$ cat src/rtl/i2c_rxb_pkg.sv
// Shared constants and types for the I2C burst receiver.
package i2c_rxb_pkg;
    localparam int BYTE_W  = 8;          // bits per bus byte
    localparam int NAK_POS = 7;          // NAK flag position in the control word
    localparam int CTL_W   = 8;          // control word width
    localparam int SLOT_W  = 4;          // width of the bit-slot counter
    localparam logic [SLOT_W-1:0] ACK_SLOT  = 4'd8;  // ninth clock of a byte
    localparam logic [SLOT_W-1:0] TAIL_SLOT = 4'd9;  // release period after last byte

    // Quarter of a bit period; SCL is low in the first two.
    typedef enum logic [1:0] {
        PH_LOW_A  = 2'd0,
        PH_LOW_B  = 2'd1,
        PH_HIGH_A = 2'd2,
        PH_HIGH_B = 2'd3
    } scl_phase_e;
endpackage

$ cat src/rtl/rxb_fifo.sv
// Receive FIFO with first-word fall-through output.
// Assumes: push is ignored when full and pop is ignored when empty;
// the memory array carries no reset, only pointers and level do.
module rxb_fifo #(
    parameter int DW    = 8,
    parameter int DEPTH = 64
) (
    input  logic                         clk,
    input  logic                         rst_n,
    input  logic                         push,
    input  logic [DW-1:0]                din,
    input  logic                         pop,
    output logic [DW-1:0]                dout,
    output logic                         empty,
    output logic                         full,
    output logic [$clog2(DEPTH+1)-1:0]   level
);
    localparam int AW = (DEPTH > 1) ? $clog2(DEPTH) : 1;
    localparam int LW = $clog2(DEPTH + 1);
    localparam logic [AW-1:0] LAST_IDX = AW'(DEPTH - 1);
    localparam logic [LW-1:0] FULL_LVL = LW'(DEPTH);

    logic [DW-1:0] mem [DEPTH];
    logic [AW-1:0] wr_ptr, rd_ptr;
    logic [LW-1:0] level_q;
    logic          do_push, do_pop;

    // Qualify requests against occupancy.
    always_comb begin
        do_push = push && (level_q != FULL_LVL);
        do_pop  = pop  && (level_q != '0);
    end

    // Store an accepted byte.
    always_ff @(posedge clk) begin
        if (do_push) begin
            mem[wr_ptr] <= din;
        end
    end

    // Advance pointers and track occupancy.
    always_ff @(posedge clk) begin
        if (!rst_n) begin
            wr_ptr  <= '0;
            rd_ptr  <= '0;
            level_q <= '0;
        end else begin
            if (do_push) begin
                wr_ptr <= (wr_ptr == LAST_IDX) ? '0 : wr_ptr + 1'b1;
            end
            if (do_pop) begin
                rd_ptr <= (rd_ptr == LAST_IDX) ? '0 : rd_ptr + 1'b1;
            end
            case ({do_push, do_pop})
                2'b10:   level_q <= level_q + 1'b1;
                2'b01:   level_q <= level_q - 1'b1;
                default: level_q <= level_q;
            endcase
        end
    end

    // Present the head entry and flags.
    always_comb begin
        dout  = mem[rd_ptr];
        empty = (level_q == '0);
        full  = (level_q == FULL_LVL);
        level = level_q;
    end
endmodule

$ cat src/rtl/rxb_engine.sv
// Bit engine: generates SCL quarter phases from tick, samples SDA MSB first,
// answers ACK/NAK on the ninth clock, then releases the bus after the last byte.
// Assumes: start only arrives while idle with a non-zero clamped count;
// a full FIFO stalls the engine at the start of the acknowledge clock.
module rxb_engine #(
    parameter int CNT_W = 7
) (
    input  logic                               clk,
    input  logic                               rst_n,
    input  logic                               start,
    input  logic [CNT_W-1:0]                   start_cnt,
    input  logic                               start_nak,
    input  logic                               tick,
    input  logic                               sda_in,
    input  logic                               fifo_full,
    output logic                               push,
    output logic [i2c_rxb_pkg::BYTE_W-1:0]     push_data,
    output logic                               busy,
    output logic                               finish,
    output logic                               scl_oe,
    output logic                               sda_oe
);
    import i2c_rxb_pkg::*;

    scl_phase_e         phase_q;
    logic               busy_q;
    logic [SLOT_W-1:0]  slot_q;
    logic [CNT_W-1:0]   left_q;
    logic               nak_q;
    logic [BYTE_W-1:0]  shreg_q;
    logic               sda_oe_q;
    logic               ack_drive;

    // Drive SDA low unless this is the final byte of a NAK-terminated burst.
    always_comb begin
        ack_drive = !(nak_q && (left_q == CNT_W'(1)));
    end

    // Sequence slots and phases, shift data and hold the ACK/NAK level.
    always_ff @(posedge clk) begin
        if (!rst_n) begin
            busy_q   <= 1'b0;
            phase_q  <= PH_LOW_A;
            slot_q   <= '0;
            left_q   <= '0;
            nak_q    <= 1'b0;
            shreg_q  <= '0;
            sda_oe_q <= 1'b0;
        end else if (!busy_q) begin
            if (start) begin
                busy_q   <= 1'b1;
                phase_q  <= PH_LOW_A;
                slot_q   <= '0;
                left_q   <= start_cnt;
                nak_q    <= start_nak;
                sda_oe_q <= 1'b0;
            end
        end else if (tick) begin
            unique case (phase_q)
                PH_LOW_A: begin
                    if (slot_q == ACK_SLOT) begin
                        if (!fifo_full) begin
                            sda_oe_q <= ack_drive;
                            phase_q  <= PH_LOW_B;
                        end
                    end else begin
                        sda_oe_q <= 1'b0;
                        phase_q  <= PH_LOW_B;
                    end
                end
                PH_LOW_B: begin
                    if (slot_q == TAIL_SLOT) begin
                        busy_q <= 1'b0;
                    end else begin
                        phase_q <= PH_HIGH_A;
                    end
                end
                PH_HIGH_A: begin
                    if (slot_q < ACK_SLOT) begin
                        shreg_q <= {shreg_q[BYTE_W-2:0], sda_in};
                    end
                    phase_q <= PH_HIGH_B;
                end
                PH_HIGH_B: begin
                    phase_q <= PH_LOW_A;
                    if (slot_q == ACK_SLOT) begin
                        left_q <= left_q - 1'b1;
                        slot_q <= (left_q == CNT_W'(1)) ? TAIL_SLOT : '0;
                    end else begin
                        slot_q <= slot_q + 1'b1;
                    end
                end
                default: phase_q <= PH_LOW_A;
            endcase
        end
    end

    // Derive strobes and line enables from the sequencer state.
    always_comb begin
        push      = busy_q && tick && (phase_q == PH_LOW_A) &&
                    (slot_q == ACK_SLOT) && !fifo_full;
        push_data = shreg_q;
        finish    = busy_q && tick && (phase_q == PH_LOW_B) && (slot_q == TAIL_SLOT);
        busy      = busy_q;
        scl_oe    = busy_q && ((phase_q == PH_LOW_A) || (phase_q == PH_LOW_B));
        sda_oe    = sda_oe_q;
    end
endmodule

$ cat src/rtl/rxb_ctl.sv
// Control and status: decodes the control word, clamps the count to the FIFO
// depth, keeps the sticky read-complete flag and the interrupt enable.
// Assumes: writes arriving while the engine is busy are to be dropped.
module rxb_ctl #(
    parameter int DEPTH = 64,
    parameter int CNT_W = 7
) (
    input  logic                              clk,
    input  logic                              rst_n,
    input  logic                              ctl_wr,
    input  logic [i2c_rxb_pkg::CTL_W-1:0]     ctl_wdata,
    input  logic                              ien_wr,
    input  logic                              ien_wdata,
    input  logic                              done_clr,
    input  logic                              busy,
    input  logic                              finish,
    output logic                              start,
    output logic [CNT_W-1:0]                  start_cnt,
    output logic                              start_nak,
    output logic                              rd_done,
    output logic                              irq
);
    import i2c_rxb_pkg::*;

    localparam int FIELD_W = NAK_POS;

    logic [FIELD_W-1:0] field;
    logic               accept, zero_req;
    logic               done_q, ien_q;

    // Decode the control word and clamp the count.
    always_comb begin
        field     = ctl_wdata[FIELD_W-1:0];
        accept    = ctl_wr && !busy;
        zero_req  = accept && (field == '0);
        start     = accept && (field != '0);
        start_nak = ctl_wdata[NAK_POS];
        if (int'(field) > DEPTH) begin
            start_cnt = CNT_W'(DEPTH);
        end else begin
            start_cnt = CNT_W'(field);
        end
    end

    // Hold the read-complete flag; a new completion wins over a clear.
    always_ff @(posedge clk) begin
        if (!rst_n) begin
            done_q <= 1'b0;
        end else if (finish || zero_req) begin
            done_q <= 1'b1;
        end else if (done_clr) begin
            done_q <= 1'b0;
        end
    end

    // Hold the interrupt enable.
    always_ff @(posedge clk) begin
        if (!rst_n) begin
            ien_q <= 1'b0;
        end else if (ien_wr) begin
            ien_q <= ien_wdata;
        end
    end

    // Present status.
    always_comb begin
        rd_done = done_q;
        irq     = done_q && ien_q;
    end
endmodule

$ cat src/rtl/i2c_rx_burst.sv
// Top of the I2C burst receiver: control decode, bit engine and receive FIFO.
// Assumes: address and START/STOP phases are handled by neighbouring logic and
// tick is a single-cycle quarter-bit strobe from an external divider.
module i2c_rx_burst #(
    parameter int DEPTH = 64
) (
    input  logic                         clk,
    input  logic                         rst_n,
    input  logic                         ctl_wr,
    input  logic [7:0]                   ctl_wdata,
    input  logic                         ien_wr,
    input  logic                         ien_wdata,
    input  logic                         done_clr,
    input  logic                         rd_pop,
    output logic [7:0]                   rd_data,
    output logic [$clog2(DEPTH+1)-1:0]   rx_level,
    output logic                         rx_empty,
    output logic                         busy,
    output logic                         rd_done,
    output logic                         irq,
    input  logic                         tick,
    input  logic                         sda_in,
    output logic                         scl_oe,
    output logic                         sda_oe
);
    import i2c_rxb_pkg::*;

    localparam int CNT_W = $clog2(DEPTH + 1);

    logic               start, start_nak, finish, push, fifo_full, eng_busy;
    logic [CNT_W-1:0]   start_cnt;
    logic [BYTE_W-1:0]  push_data;

    rxb_ctl #(.DEPTH(DEPTH), .CNT_W(CNT_W)) u_ctl (
        .clk       (clk),
        .rst_n     (rst_n),
        .ctl_wr    (ctl_wr),
        .ctl_wdata (ctl_wdata),
        .ien_wr    (ien_wr),
        .ien_wdata (ien_wdata),
        .done_clr  (done_clr),
        .busy      (eng_busy),
        .finish    (finish),
        .start     (start),
        .start_cnt (start_cnt),
        .start_nak (start_nak),
        .rd_done   (rd_done),
        .irq       (irq)
    );

    rxb_engine #(.CNT_W(CNT_W)) u_eng (
        .clk       (clk),
        .rst_n     (rst_n),
        .start     (start),
        .start_cnt (start_cnt),
        .start_nak (start_nak),
        .tick      (tick),
        .sda_in    (sda_in),
        .fifo_full (fifo_full),
        .push      (push),
        .push_data (push_data),
        .busy      (eng_busy),
        .finish    (finish),
        .scl_oe    (scl_oe),
        .sda_oe    (sda_oe)
    );

    rxb_fifo #(.DW(BYTE_W), .DEPTH(DEPTH)) u_fifo (
        .clk   (clk),
        .rst_n (rst_n),
        .push  (push),
        .din   (push_data),
        .pop   (rd_pop),
        .dout  (rd_data),
        .empty (rx_empty),
        .full  (fifo_full),
        .level (rx_level)
    );

    // Expose the engine activity flag.
    always_comb begin
        busy = eng_busy;
    end
endmodule

$ cat config.mk
export PLATFORM = sky130hd
export DESIGN_NAME = i2c_rx_burst
export DESIGN_NICKNAME = d
export VERILOG_FILES = /design/src/rtl/i2c_rxb_pkg.sv /design/src/rtl/rxb_fifo.sv /design/src/rtl/rxb_engine.sv /design/src/rtl/rxb_ctl.sv /design/src/rtl/i2c_rx_burst.sv
export SDC_FILE = /design/constraint.sdc
export NUM_CORES = 1
export LEC_CHECK = 0
export BUFFER_PORTS_ARGS = -buffer_cell sky130_fd_sc_hd__buf_4
export CORE_MARGIN = 2
export CORE_UTILIZATION = 45
export CTS_CLUSTER_DIAMETER = 80
export CTS_CLUSTER_SIZE = 28
export DETAILED_ROUTE_END_ITERATION = 10
export GPL_ROUTABILITY_DRIVEN = 0
export GPL_TIMING_DRIVEN = 0
export HOLD_SLACK_MARGIN = 0.03
export PLACE_DENSITY_LB_ADDON = 0.2
export SYNTH_ARGS = -nofsm -noshare
export SYNTH_HDL_FRONTEND = slang
export SYNTH_SLANG_ARGS = --single-unit
$ cat constraint.sdc
create_clock -name clk -period 4 [get_ports clk]
set_input_delay 0.4 -clock clk [delete_from_list [all_inputs] [get_ports clk]]
set_output_delay 0.4 -clock clk [all_outputs]
set_load 0.02 [all_outputs]
==> load_flow_metrics.sql, run 1 <==
INSERT INTO impl_metrics (metric_group, metric, value, unit) VALUES
('global_route', 'global_route.usage.total', '21.5', '%'),
('clocking', 'cts-root-to-sink-buffers', '3', ''),
('hold_path', 'hold_class', 'in -> reg', ''),
('sta', 'max_freq', '258', 'MHz'),
('worst_setup_path', 'start_kind', 'flop', ''),
('drt', 'post_drt_wl_per_cell', '27.7', 'um'),
('power_and_ir_drop', 'pwr_density_cell', '440', 'nW/um^2'),
('worst_setup_path', 'crit_family', 'buffers and inverters', ''),
('clocking', 'clkTransAtPathRegs', '100', 'ps'),
('global_route', 'grt_antenna_before_repair', '0', ''),
('layout', 'layout.cell_area.non_filler', '25000', 'sq um'),
('layout', 'number_of_antenna_repair_diodes', '0', ''),
('clocking', 'tritoncts_buffers', '28', ''),
('floorplan', 'chipHeight', '229', 'um'),
('logic_synthesis', 'number_of_flops_mapped_to_enable_cells_by_yosys', '512', ''),
('drt', 'drt_pass1_iterations', '5', ''),
('logic_synthesis', 'synth_cell_type_count', '75', ''),
('sta', 'unrepaired_setup_endpoints_after_global_routing', 'no', ''),
('sta', 'final_max_slew_viol_count', '0', ''),
('clocking', 'post_cts_buffers', '0', ''),
('sta', 'fin_crit_sh', '96.7', '%'),
('power_and_ir_drop', 'max-vdd-ir-drop', '0.259', 'mV'),
('logic_synthesis', 'asr_flop_ratio_synth', '0', '%'),
('power_and_ir_drop', 'logic_gate_share_of_total_power', '10.9', '%'),
('global_route', 'via_count_of_the_first_global_routing_pass', '11900', ''),
('power_and_ir_drop', 'power.static_leakage', '7.65', 'nW'),
('global_route', 'gr-usage-met3', '3.84', '%'),
('logic_synthesis', 'synth-warning-count', '0', ''),
('power_and_ir_drop', 'internal-power', '8.33', 'mW'),
('layout', 'area_delta_synth_final', '10.1', '%'),
('global_route', 'grt.overflow.total', '0', ''),
('sta', 'tightestPinTransition', '1310', 'ps'),
('logic_synthesis', 'synth_top_flop_cell', 'sky130_fd_sc_hd__edfxtp_1', ''),
('drt', 'detail_route.drc_violations', '0', ''),
('floorplan', 'ios', '38', ''),
('placement', 'placed_area', '24000', 'sq um'),
('clocking', 'clock_latency', '610', 'ps'),
('logic_synthesis', 'cell_area_after_synthesis', '22700', 'sq um'),
('global_route', 'gr-max-usage-layer', 'met2', ''),
('drt', 'via_count', '12100', ''),
('worst_setup_path', 'cells_along_the_critical_path', 'buf_6 > buf_6 > buf_6 > buf_4 > mux4_2 > mux2i_1 > a21oi_1 > a32o_1 > buf_4', ''),
('global_route', 'grtUsageMet1', '30.9', '%'),
('placement', 'dp.final_hpwl', '37800', 'um'),
('floorplan', 'initial_core_util', '45.4', '%'),
('worst_setup_path', 'critPathCaptureType', 'output pin', ''),
('global_route', 'grt_pass1_wl', '81700', 'um'),
('worst_setup_path', 'cpMostUsedCell', 'sky130_fd_sc_hd__buf_6', ''),
('sta', 'clock_skew', '35.6', 'ps'),
('logic_synthesis', 'sequential_cell_area_fraction_in_the_yosys_report', '72.2', '%'),
('power_and_ir_drop', 'clock_power_share', '31.1', '%'),
('logic_synthesis', 'ys_seq_elements', '563', ''),
('placement', 'port_buffers', '37', ''),
('worst_setup_path', 'worst-endpoint-required', '3600', 'ps'),
('run_status', 'outcome', 'finished clean', ''),
('sta', 'timing.final.hold_violations', '0', ''),
('clocking', 'clock_sink_count', '563', ''),
('flow_run', 'timing.max_cap.violations', '0', ''),
('worst_setup_path', 'cp.arrival', '3470', 'ps'),
('clocking', 'cts_tree', 'built', ''),
('layout', 'num-nets-final', '1354', ''),
('power_and_ir_drop', 'power.share.sequential', '58.0', '%'),
('layout', 'fillCellCount', '4114', ''),
('power_and_ir_drop', 'power_switching_share', '24.4', '%'),
('logic_synthesis', 'mappedNetlistNets', '1280', ''),
('global_route', 'grt_use_met2', '34.5', '%'),
('global_route', 'grt_max_degree', '53', ''),
('drt', 'dr.first_iter.drc_count', '1474', ''),
('sta', 'finalSetupTns', '0', 'ps'),
('sta', 'max_slew_margin', '12.6', '%'),
('floorplan', 'rows', '82', ''),
('worst_setup_path', 'setup.worst_path.class', 'reg -> out', '');
## registers in the layout (all words and copies together), names as in the netlist, named ones only
register / flops
u_fifo.mem: 512
u_eng.push_data: 8
u_eng.left_q: 7
u_fifo.level: 7
u_fifo.rd_ptr: 6
u_fifo.wr_ptr: 6
u_eng.slot_q: 4
u_eng.phase_q: 2
u_ctl.ien_q: 1
u_ctl.rd_done: 1
u_eng.busy: 1
u_eng.nak_q: 1
u_eng.sda_oe: 1
## placed cells by master, fill, tap and decap left out, types with 9 or more instances in the layout
cell type / netlist / routed
sky130_fd_sc_hd__buf_6: 9 / 15
sky130_fd_sc_hd__nor2_1: 106 / 105
sky130_fd_sc_hd__nand2_1: 54 / 54
sky130_fd_sc_hd__mux4_2: 130 / 130
sky130_fd_sc_hd__nor2b_1: 13 / 13
sky130_fd_sc_hd__dfxtp_1: 51 / 41
sky130_fd_sc_hd__o221ai_1: 10 / 10
sky130_fd_sc_hd__ha_1: 15 / 15
sky130_fd_sc_hd__clkbuf_1: 26 / 25
sky130_fd_sc_hd__a21oi_1: 20 / 20
sky130_fd_sc_hd__nand2b_1: 16 / 16
sky130_fd_sc_hd__mux2i_1: 19 / 19
sky130_fd_sc_hd__nand3_1: 21 / 21
sky130_fd_sc_hd__or3_1: 10 / 10
sky130_fd_sc_hd__buf_2: 14 / 12
sky130_fd_sc_hd__clkbuf_16: 0 / 29
sky130_fd_sc_hd__and2_1: 9 / 9
sky130_fd_sc_hd__o22ai_1: 28 / 28
sky130_fd_sc_hd__inv_1: 16 / 16
sky130_fd_sc_hd__edfxtp_1: 512 / 512
sky130_fd_sc_hd__dfxtp_2: 0 / 10
sky130_fd_sc_hd__buf_4: 13 / 45
## power by group through the flow
stage          Combinational, mW  Sequential (mW)  Clock (mW)
2_1_floorplan              0.829             6.52           0
3_3_place_gp                1.18             6.52           0
3_5_place_dp                1.19             6.52           0
4_1_cts                     1.19             6.38        3.47
5_1_grt                     1.29             6.39        3.65
6_report                    1.20             6.39        3.43
## worst reg2reg max path: stages (launching register included)
cell and delay, ps:
sky130_fd_sc_hd__dfxtp_1 370, sky130_fd_sc_hd__inv_1 80, sky130_fd_sc_hd__ha_1 150, sky130_fd_sc_hd__nand3b_1 230, sky130_fd_sc_hd__nor3_4 380, sky130_fd_sc_hd__nand2_1 280, sky130_fd_sc_hd__ha_1 340, sky130_fd_sc_hd__clkbuf_2 220
sky130_fd_sc_hd__xor2_1 180, sky130_fd_sc_hd__ha_1 220, sky130_fd_sc_hd__a21o_1 170, sky130_fd_sc_hd__a32o_1 270, sky130_fd_sc_hd__a21oi_1 160, sky130_fd_sc_hd__mux2i_1 250, sky130_fd_sc_hd__mux2i_1 210
## cell type report
type / count / area, sq um / share of cell area [%]
sequential: 563 / 16400 / 65.6
multi-input combinational: 596 / 5880 / 23.5
tap: 672 / 841 / 3.36
clock buffer: 34 / 744 / 2.98
timing repair buffer: 45 / 438 / 1.75
buffer: 70 / 432 / 1.73
clock inverter: 15 / 189 / 0.756
inverter: 18 / 67.6 / 0.270
## layer usage
metal / part of all wire, % / wire (um)
met1: 42 / 23200
met2: 47 / 26500
met3: 8.4 / 4690
met4: 2.6 / 1440
met5: 0 / 0
## metrics by stage
step	power (mW)	std cells	hold slack, ps	setup WS, ps	utilization [%]
after global routing	11.3	2013	81.9	17.4	50.0
after detailed placement	7.71	1965	517	186	48.0
final	11.0	2013	57.1	131	50.0
after floorplan	7.35	1248	469	736	-
after global placement	7.69	1957	500	196	47.7
after CTS	11.1	2013	33.8	12.9	49.9
## cells in the mapped netlist (6+ instances only)
library cell               number  area, sq um
sky130_fd_sc_hd__buf_6          9          101
sky130_fd_sc_hd__dfxtp_1       51         1020
sky130_fd_sc_hd__nand2_1       54          203
sky130_fd_sc_hd__nand2b_1      16          100
sky130_fd_sc_hd__ha_1          15          188
sky130_fd_sc_hd__or3_1         10         62.6
sky130_fd_sc_hd__nand4_1        7         43.8
sky130_fd_sc_hd__clkbuf_1      26         97.6
sky130_fd_sc_hd__o22ai_1       28          175
sky130_fd_sc_hd__xnor2_1        7         61.3
sky130_fd_sc_hd__a31oi_1        6         37.5
sky130_fd_sc_hd__buf_4         13         97.6
sky130_fd_sc_hd__a211oi_1       8         60.1
sky130_fd_sc_hd__mux2i_1       19          190
sky130_fd_sc_hd__mux4_2       130         2930
sky130_fd_sc_hd__nor2_1       106          398
sky130_fd_sc_hd__inv_1         16         60.1
sky130_fd_sc_hd__nor2b_1       13         81.3
sky130_fd_sc_hd__edfxtp_1     512        15400
sky130_fd_sc_hd__nor3_1         8         40.0
sky130_fd_sc_hd__o221ai_1      10         87.6
sky130_fd_sc_hd__o21ai_0        7         35.0
sky130_fd_sc_hd__buf_2         14         70.1
sky130_fd_sc_hd__a21boi_0       8         60.1
sky130_fd_sc_hd__o21ai_1        6         30.0
sky130_fd_sc_hd__and2_1         9         56.3
sky130_fd_sc_hd__buf_1          9         33.8
sky130_fd_sc_hd__a21oi_1       20          100
sky130_fd_sc_hd__nand3_1       21          105
## timing repair
item	CTS	global route
pin swaps	0	0
setup endpoints to repair	8	8
hold buffers	0	0
resized for setup	11	13
## logic make-up after synthesis
group / synth area share (%)
compound gates: 4.71
simple gates: 5.84
buf+inv: 2.06
fa+ha+maj: 0.827
mux: 13.9
xor+xnor: 0.463
flops: 72.2
## final timing paths
kind	endpoint	slack [ps]	cells after the start
worst max-delay path	rd_data[2]	130	9
worst min-delay path	u_eng.push_data[0]$_SDFFE_PN0P_	60	3
worst max register to register	u_fifo.level[4]$_SDFFE_PN0P_	440	14
worst min register to register	flop	530	2
Note: power is estimated with default switching activity, not from simulation.
==> inputs of run 2 (changes only) <==
--- a/config.mk
+++ b/config.mk
@@ -7,7 +7,7 @@
 export LEC_CHECK = 0
 export BUFFER_PORTS_ARGS = -buffer_cell sky130_fd_sc_hd__buf_4
 export CORE_MARGIN = 2
-export CORE_UTILIZATION = 45
+export CORE_UTILIZATION = 55
 export CTS_CLUSTER_DIAMETER = 80
 export CTS_CLUSTER_SIZE = 28
 export DETAILED_ROUTE_END_ITERATION = 10
==> load_flow_metrics.sql, run 2 (synthesis results as in run 1) <==
INSERT INTO impl_metrics (metric_group, metric, value, unit) VALUES
('worst_setup_path', 'start_kind', 'flop', ''),
('sta', 'tightestPinTransition', '1130', 'ps'),
('drt', 'ant_nets', '0', ''),
('layout', 'largest_register', 'u_fifo.mem', ''),
('sta', 'layout_min_cycle_time', '3980', 'ps'),
('power_and_ir_drop', 'max-vdd-ir-drop', '0.396', 'mV'),
('sta', 'final_max_slew_viol_count', '0', ''),
('floorplan', 'fp.dieArea', '42900', 'sq um'),
('drt', 'vias_per_cell', '6.47', ''),
('hold_path', 'hold_class', 'in -> reg', ''),
('worst_setup_path', 'worst-path-buf-inv', '4', ''),
('layout', 'largest_register_ffs', '512', ''),
('worst_setup_path', 'cells_along_the_critical_path', 'buf_4 > buf_6 > buf_2 > mux4_2 > o22ai_1 > nor3_1 > nor2_1 > o41ai_2 > buf_4', ''),
('clocking', 'cts-root-to-sink-buffers', '3', ''),
('clocking', 'clock_sink_count', '563', ''),
('clocking', 'post_cts_buffers', '0', ''),
('clocking', 'cts_tree', 'built', ''),
('power_and_ir_drop', 'pwr_density_cell', '438', 'nW/um^2'),
('drt', 'detail_route.drc_violations', '0', ''),
('drt', 'dr.first_iter.drc_count', '1608', ''),
('sta', 'fin_crit_sh', '99.5', '%'),
('sta', 'max_freq', '251', 'MHz'),
('floorplan', 'core_area', '40800', 'sq um'),
('worst_setup_path', 'critPathCaptureType', 'output pin', ''),
('global_route', 'via_count_of_the_first_global_routing_pass', '11800', ''),
('worst_setup_path', 'cp.arrival', '3580', 'ps'),
('worst_setup_path', 'critical_path_peak_fanout', '10', ''),
('layout', 'layout.cells.most_common_list', 'sky130_fd_sc_hd__edfxtp_1 (512), sky130_fd_sc_hd__mux4_2 (130), sky130_fd_sc_hd__nor2_1 (106), sky130_fd_sc_hd__nand2_1 (54), sky130_fd_sc_hd__buf_4 (50)', ''),
('worst_setup_path', 'critical-path-max-stage-delay', '580', 'ps'),
('flow_run', 'timing.max_cap.violations', '0', ''),
('floorplan', 'die-width', '207', 'um'),
('clocking', 'ctsRootBufferMaster', 'sky130_fd_sc_hd__clkbuf_16', ''),
('worst_setup_path', 'crit_slowest_cell', 'sky130_fd_sc_hd__dfxtp_1', ''),
('clocking', 'cts.htree.levels', '1', ''),
('sta', 'clock_skew', '23.1', 'ps'),
('floorplan', 'chipHeight', '207', 'um'),
('global_route', 'grtUsageMet1', '37.1', '%'),
('sta', 'max_slew_margin', '24.2', '%'),
('worst_setup_path', 'cpMostUsedCell', 'sky130_fd_sc_hd__buf_4', ''),
('run_status', 'outcome', 'finished clean', ''),
('global_route', 'gr-usage-met3', '3.44', '%'),
('power_and_ir_drop', 'power.static_leakage', '7.60', 'nW'),
('sta', 'finalSetupTns', '0', 'ps'),
('global_route', 'grt.overflow.total', '0', ''),
('layout', 'drive_above_1_share', '21.5', '%'),
('global_route', 'gr-max-usage-layer', 'met2', ''),
('global_route', 'global_route.usage.total', '25.0', '%'),
('sta', 'unrepaired_setup_endpoints_after_global_routing', 'no', ''),
('floorplan', 'initial_core_util', '55.6', '%'),
('clocking', 'clkTransAtPathRegs', '100', 'ps'),
('sta', 'finalHoldWorstSlack', '48.7', 'ps'),
('sta', 'finalSetupViolations', '0', ''),
('worst_setup_path', 'crit_family', 'buffers and inverters', ''),
('global_route', 'grt_antenna_before_repair', '2', ''),
('floorplan', 'ios', '38', ''),
('global_route', 'grt_pass1_wl', '78800', 'um'),
('layout', 'layout.cells.most_common', 'sky130_fd_sc_hd__edfxtp_1', ''),
('worst_setup_path', 'setup.worst_path.class', 'reg -> out', ''),
('global_route', 'grt_max_degree', '50', ''),
('clocking', 'post_cts_hold_buffer_count', '0', ''),
('clocking', 'clock_latency', '600', 'ps'),
('layout', 'num-nets-final', '1353', ''),
('worst_setup_path', 'worst-endpoint-required', '3600', 'ps'),
('layout', 'number_of_antenna_repair_diodes', '0', ''),
('clocking', 'tritoncts_buffers', '27', ''),
('drt', 'drt_pass1_iterations', '5', ''),
('layout', 'final_core_util', '60.5', '%'),
('global_route', 'grt_use_met2', '39.1', '%'),
('placement', 'dp.final_hpwl', '35900', 'um'),
('drt', 'finalWirelength', '53400', 'um'),
('drt', 'post_drt_wl_per_cell', '28.6', 'um'),
('layout', 'area_delta_synth_final', '8.88', '%'),
('drt', 'via_count', '12100', ''),
('sta', 'timing.final.hold_violations', '0', ''),
('placement', 'port_buffers', '37', ''),
('floorplan', 'rows', '74', ''),
('clocking', 'ctsResizeCount', '10', '');
==> run 2: cell types whose count changed in the layout (fill, tap and decap cells not counted), moves of 2 or more <==
cell	before	now
sky130_fd_sc_hd__inv_12	3	0
sky130_fd_sc_hd__buf_6	15	11
sky130_fd_sc_hd__clkinv_8	0	2
sky130_fd_sc_hd__buf_4	45	50
sky130_fd_sc_hd__clkbuf_16	29	27
==> run 2: cell type report <==
class,count,area (sq um)
multi-input combinational,596,5870
fill,2930,16100
sequential,563,16400
clock inverter,13,160
tap,532,666
clock buffer,32,694
timing repair buffer,45,438
inverter,18,67.6
buffer,70,419
==> run 2: worst paths after layout <==
path | startpoint | to | slack [ps] | depth (start not counted)
setup / recovery | flop | rd_data[5] | 20 | 9
hold / removal | ien_wdata | u_ctl.ien_q$_SDFFE_PN0P_ | 50 | 3
setup reg to reg | u_fifo.level[1]$_SDFFE_PN0P_ | u_fifo.level[4]$_SDFFE_PN0P_ | 310 | 13
hold reg to reg | u_ctl.ien_q$_SDFFE_PN0P_ | u_ctl.ien_q$_SDFFE_PN0P_ | 530 | 2
==> run 2: per-stage QoR <==
stage          power, mW  instances  worst slack (ps)  area [sq um]
3_5_place_dp        7.69       1825               146         23800
6_report            10.8       1869              20.7         24700
5_1_grt             11.1       1869            0.0460         24700
3_3_place_gp        7.68       1817               273         23600
2_1_floorplan       7.35       1248               736         22700
4_1_cts             10.9       1870              9.70         24700
==> run 2: power breakdown <==
group          switching (mW)  internal [mW]
Sequential             0.0440           6.34
Combinational           0.673          0.506
Clock                    1.90           1.37
==> run 2: tightest hold or removal path: stages <==
cell and delay, ps:
sky130_fd_sc_hd__buf_4 70, sky130_fd_sc_hd__mux2i_1 50, sky130_fd_sc_hd__nor2b_1 90
==> run 2: layer usage <==
metal  up-vias  wire (um)
li1       5143          -
met1      6277      22000
met2       569      25200
met3       109       4240
met4         0       1970
met5         -          0
==> inputs of run 3 (changes only) <==
--- a/config.mk
+++ b/config.mk
@@ -6,7 +6,6 @@
 export NUM_CORES = 1
 export LEC_CHECK = 0
 export BUFFER_PORTS_ARGS = -buffer_cell sky130_fd_sc_hd__buf_4
-export CORE_MARGIN = 2
 export CORE_UTILIZATION = 55
 export CTS_CLUSTER_DIAMETER = 80
 export CTS_CLUSTER_SIZE = 28
==> load_flow_metrics.sql, run 3 (synthesis results as in run 1) <==
INSERT INTO impl_metrics (metric_group, metric, value, unit) VALUES
('floorplan', 'initial_core_util', '55.7', '%'),
('power_and_ir_drop', 'internal-power', '8.29', 'mW'),
('power_and_ir_drop', 'power_switching_share', '24.3', '%'),
('sta', 'finalSetupTns', '0', 'ps'),
('sta', 'max_freq', '254', 'MHz'),
('placement', 'placed_area', '23800', 'sq um'),
('drt', 'drt_pass1_iterations', '6', ''),
('sta', 'finalSetupViolations', '0', ''),
('sta', 'final_max_slew_viol_count', '0', ''),
('clocking', 'clkTransAtPathRegs', '100', 'ps'),
('layout', 'largest_register_ffs', '512', ''),
('power_and_ir_drop', 'net-switching-power', '2.66', 'mW'),
('clocking', 'tritoncts_buffers', '28', ''),
('global_route', 'grt_pass1_wl', '77900', 'um'),
('drt', 'detail_route.drc_violations', '0', ''),
('hold_path', 'hold_class', 'in -> reg', ''),
('sta', 'finalHoldWorstSlack', '67.4', 'ps'),
('layout', 'layout.cell_area.non_filler', '24800', 'sq um'),
('layout', 'fillCellCount', '2936', ''),
('worst_setup_path', 'worst-endpoint-required', '3600', 'ps'),
('clocking', 'post_cts_hold_buffer_count', '0', ''),
('power_and_ir_drop', 'fin_total_pwr', '10.9', 'mW'),
('worst_setup_path', 'start_kind', 'flop', ''),
('global_route', 'grt_antenna_before_repair', '1', ''),
('clocking', 'cts-root-to-sink-buffers', '3', ''),
('clocking', 'cts.htree.levels', '1', ''),
('sta', 'max_slew_margin', '22.4', '%'),
('floorplan', 'core_area', '40700', 'sq um'),
('global_route', 'via_count_of_the_first_global_routing_pass', '11600', ''),
('layout', 'largest_register', 'u_fifo.mem', ''),
('drt', 'finalWirelength', '53600', 'um'),
('placement', 'port_buffers', '37', ''),
('floorplan', 'rows', '74', ''),
('clocking', 'post_cts_buffers', '0', ''),
('floorplan', 'chipHeight', '205', 'um'),
('drt', 'ant_nets', '0', ''),
('placement', 'preCtsSetupSlack', '250', 'ps'),
('hold_path', 'worst_hold_path_cell_count', '3', ''),
('clocking', 'clock_sink_count', '563', ''),
('sta', 'final_critical_path_setup_slack', '64.3', 'ps'),
('worst_setup_path', 'critPathCaptureType', 'output pin', ''),
('drt', 'via_count', '12200', ''),
('floorplan', 'ios', '38', ''),
('power_and_ir_drop', 'power.static_leakage', '7.64', 'nW'),
('clocking', 'cts_tree', 'built', ''),
('worst_setup_path', 'worstRegToRegCells', '13', ''),
('run_status', 'outcome', 'finished clean', ''),
('sta', 'unrepaired_setup_endpoints_after_global_routing', 'no', ''),
('global_route', 'grt_max_degree', '50', ''),
('sta', 'clock_skew', '37.3', 'ps'),
('power_and_ir_drop', 'max-vdd-ir-drop', '0.330', 'mV'),
('sta', 'timing.final.hold_violations', '0', ''),
('power_and_ir_drop', 'logic_gate_share_of_total_power', '10.7', '%'),
('power_and_ir_drop', 'pwr_density_cell', '441', 'nW/um^2'),
('floorplan', 'fp.dieArea', '42100', 'sq um'),
('clocking', 'clock_latency', '600', 'ps'),
('drt', 'dr.first_iter.drc_count', '1519', ''),
('flow_run', 'timing.max_cap.violations', '0', ''),
('clocking', 'ctsRootBufferMaster', 'sky130_fd_sc_hd__clkbuf_16', ''),
('worst_setup_path', 'critical_path_peak_fanout', '9', ''),
('clocking', 'ctsResizeCount', '9', ''),
('drt', 'routedLengthMet1', '21300', 'um'),
('layout', 'area_delta_synth_final', '9.31', '%'),
('layout', 'number_of_antenna_repair_diodes', '0', ''),
('sta', 'tightestPinTransition', '1160', 'ps'),
('layout', 'layout.cells.most_common', 'sky130_fd_sc_hd__edfxtp_1', ''),
('drt', 'wl_met3', '4870', 'um'),
('sta', 'fin_crit_sh', '98.4', '%'),
('layout', 'layout.cells.most_common_list', 'sky130_fd_sc_hd__edfxtp_1 (512), sky130_fd_sc_hd__mux4_2 (130), sky130_fd_sc_hd__nor2_1 (106), sky130_fd_sc_hd__nand2_1 (54), sky130_fd_sc_hd__buf_4 (50)', ''),
('worst_setup_path', 'cp.arrival', '3540', 'ps'),
('drt', 'met2_length', '25200', 'um'),
('floorplan', 'die-width', '205', 'um'),
('drt', 'top_layer_used', 'met4', ''),
('global_route', 'grt.overflow.total', '0', ''),
('layout', 'num-nets-final', '1354', ''),
('drt', 'post_drt_wl_per_cell', '28.6', 'um'),
('power_and_ir_drop', 'clock_power_share', '30.9', '%'),
('sta', 'layout_min_cycle_time', '3940', 'ps'),
('placement', 'dp.final_hpwl', '35700', 'um'),
('drt', 'vias_per_cell', '6.51', ''),
('global_route', 'global_route.usage.total', '26.1', '%'),
('worst_setup_path', 'setup.worst_path.class', 'reg -> out', ''),
('layout', 'drive_above_1_share', '21.9', '%'),
('power_and_ir_drop', 'power.share.sequential', '58.3', '%');
[run 3: cell count changes in the layout (fill, tap and decap cells not counted), sizes merged]
| cell | change |
|---|---|
| buf | -1 |
| clkbuf | +4 |
| clkinvlp | +1 |
| clkinv | +3 |
| inv | -1 |
[run 3: power groups by stage]
stage / registers, mW / clock network [mW] / logic [mW]
after floorplan: 6.52 / 0 / 0.829
after global placement: 6.52 / 0 / 1.17
after detailed placement: 6.52 / 0 / 1.18
after CTS: 6.38 / 3.41 / 1.18
after global routing: 6.39 / 3.58 / 1.25
final: 6.38 / 3.39 / 1.17
[run 3: final timing paths]
check / startpoint / slack (ps) / endpoint
setup reg to reg: u_fifo.level[1]$_SDFFE_PN0P_ / 390 / u_fifo.level[4]$_SDFFE_PN0P_
hold reg to reg: u_fifo.rd_ptr[5]$_SDFFE_PN0N_ / 520 / u_fifo.rd_ptr[5]$_SDFFE_PN0N_
hold / removal: sda_in / 70 / u_eng.push_data[0]$_SDFFE_PN0P_
setup / recovery: flop / 60 / rd_data[4]
[run 3: final cells by class]
type                            count  area, sq um  share of cell area (%)
Timing Repair Buffer               45          438                    1.76
Multi-Input combinational cell    596         5880                    23.7
Clock buffer                       35          727                    2.93
Sequential cell                   563        16400                    66.1
Clock inverter                     16          216                   0.872
Tap cell                          532          666                    2.68
Buffer                             70          415                    1.67
Inverter                           18         67.6                   0.272
[run 3: worst max-delay path: stages (launching register included)]
cell and delay (ps):
sky130_fd_sc_hd__dfxtp_1 760, sky130_fd_sc_hd__or2_1 180, sky130_fd_sc_hd__clkbuf_1 290, sky130_fd_sc_hd__o22ai_1 220, sky130_fd_sc_hd__o31a_1 300, sky130_fd_sc_hd__a2111oi_0 760
sky130_fd_sc_hd__or3_1 270, sky130_fd_sc_hd__buf_4 150
[run 3: stage by stage]
stage               instances  util (%)
floorplan                1248         -
global placement         1817      58.0
detailed placement       1825      58.5
CTS                      1875      60.9
global route             1875      60.9
finish                   1875      60.9
[run 3: routing by layer]
layer | GRT usage [%] | vias to the layer above
li1 | - | 5166
met1 | 38.0 | 6275
met2 | 41.2 | 641
met3 | 3.34 | 122
met4 | 8.86 | 0
met5 | 0 | -
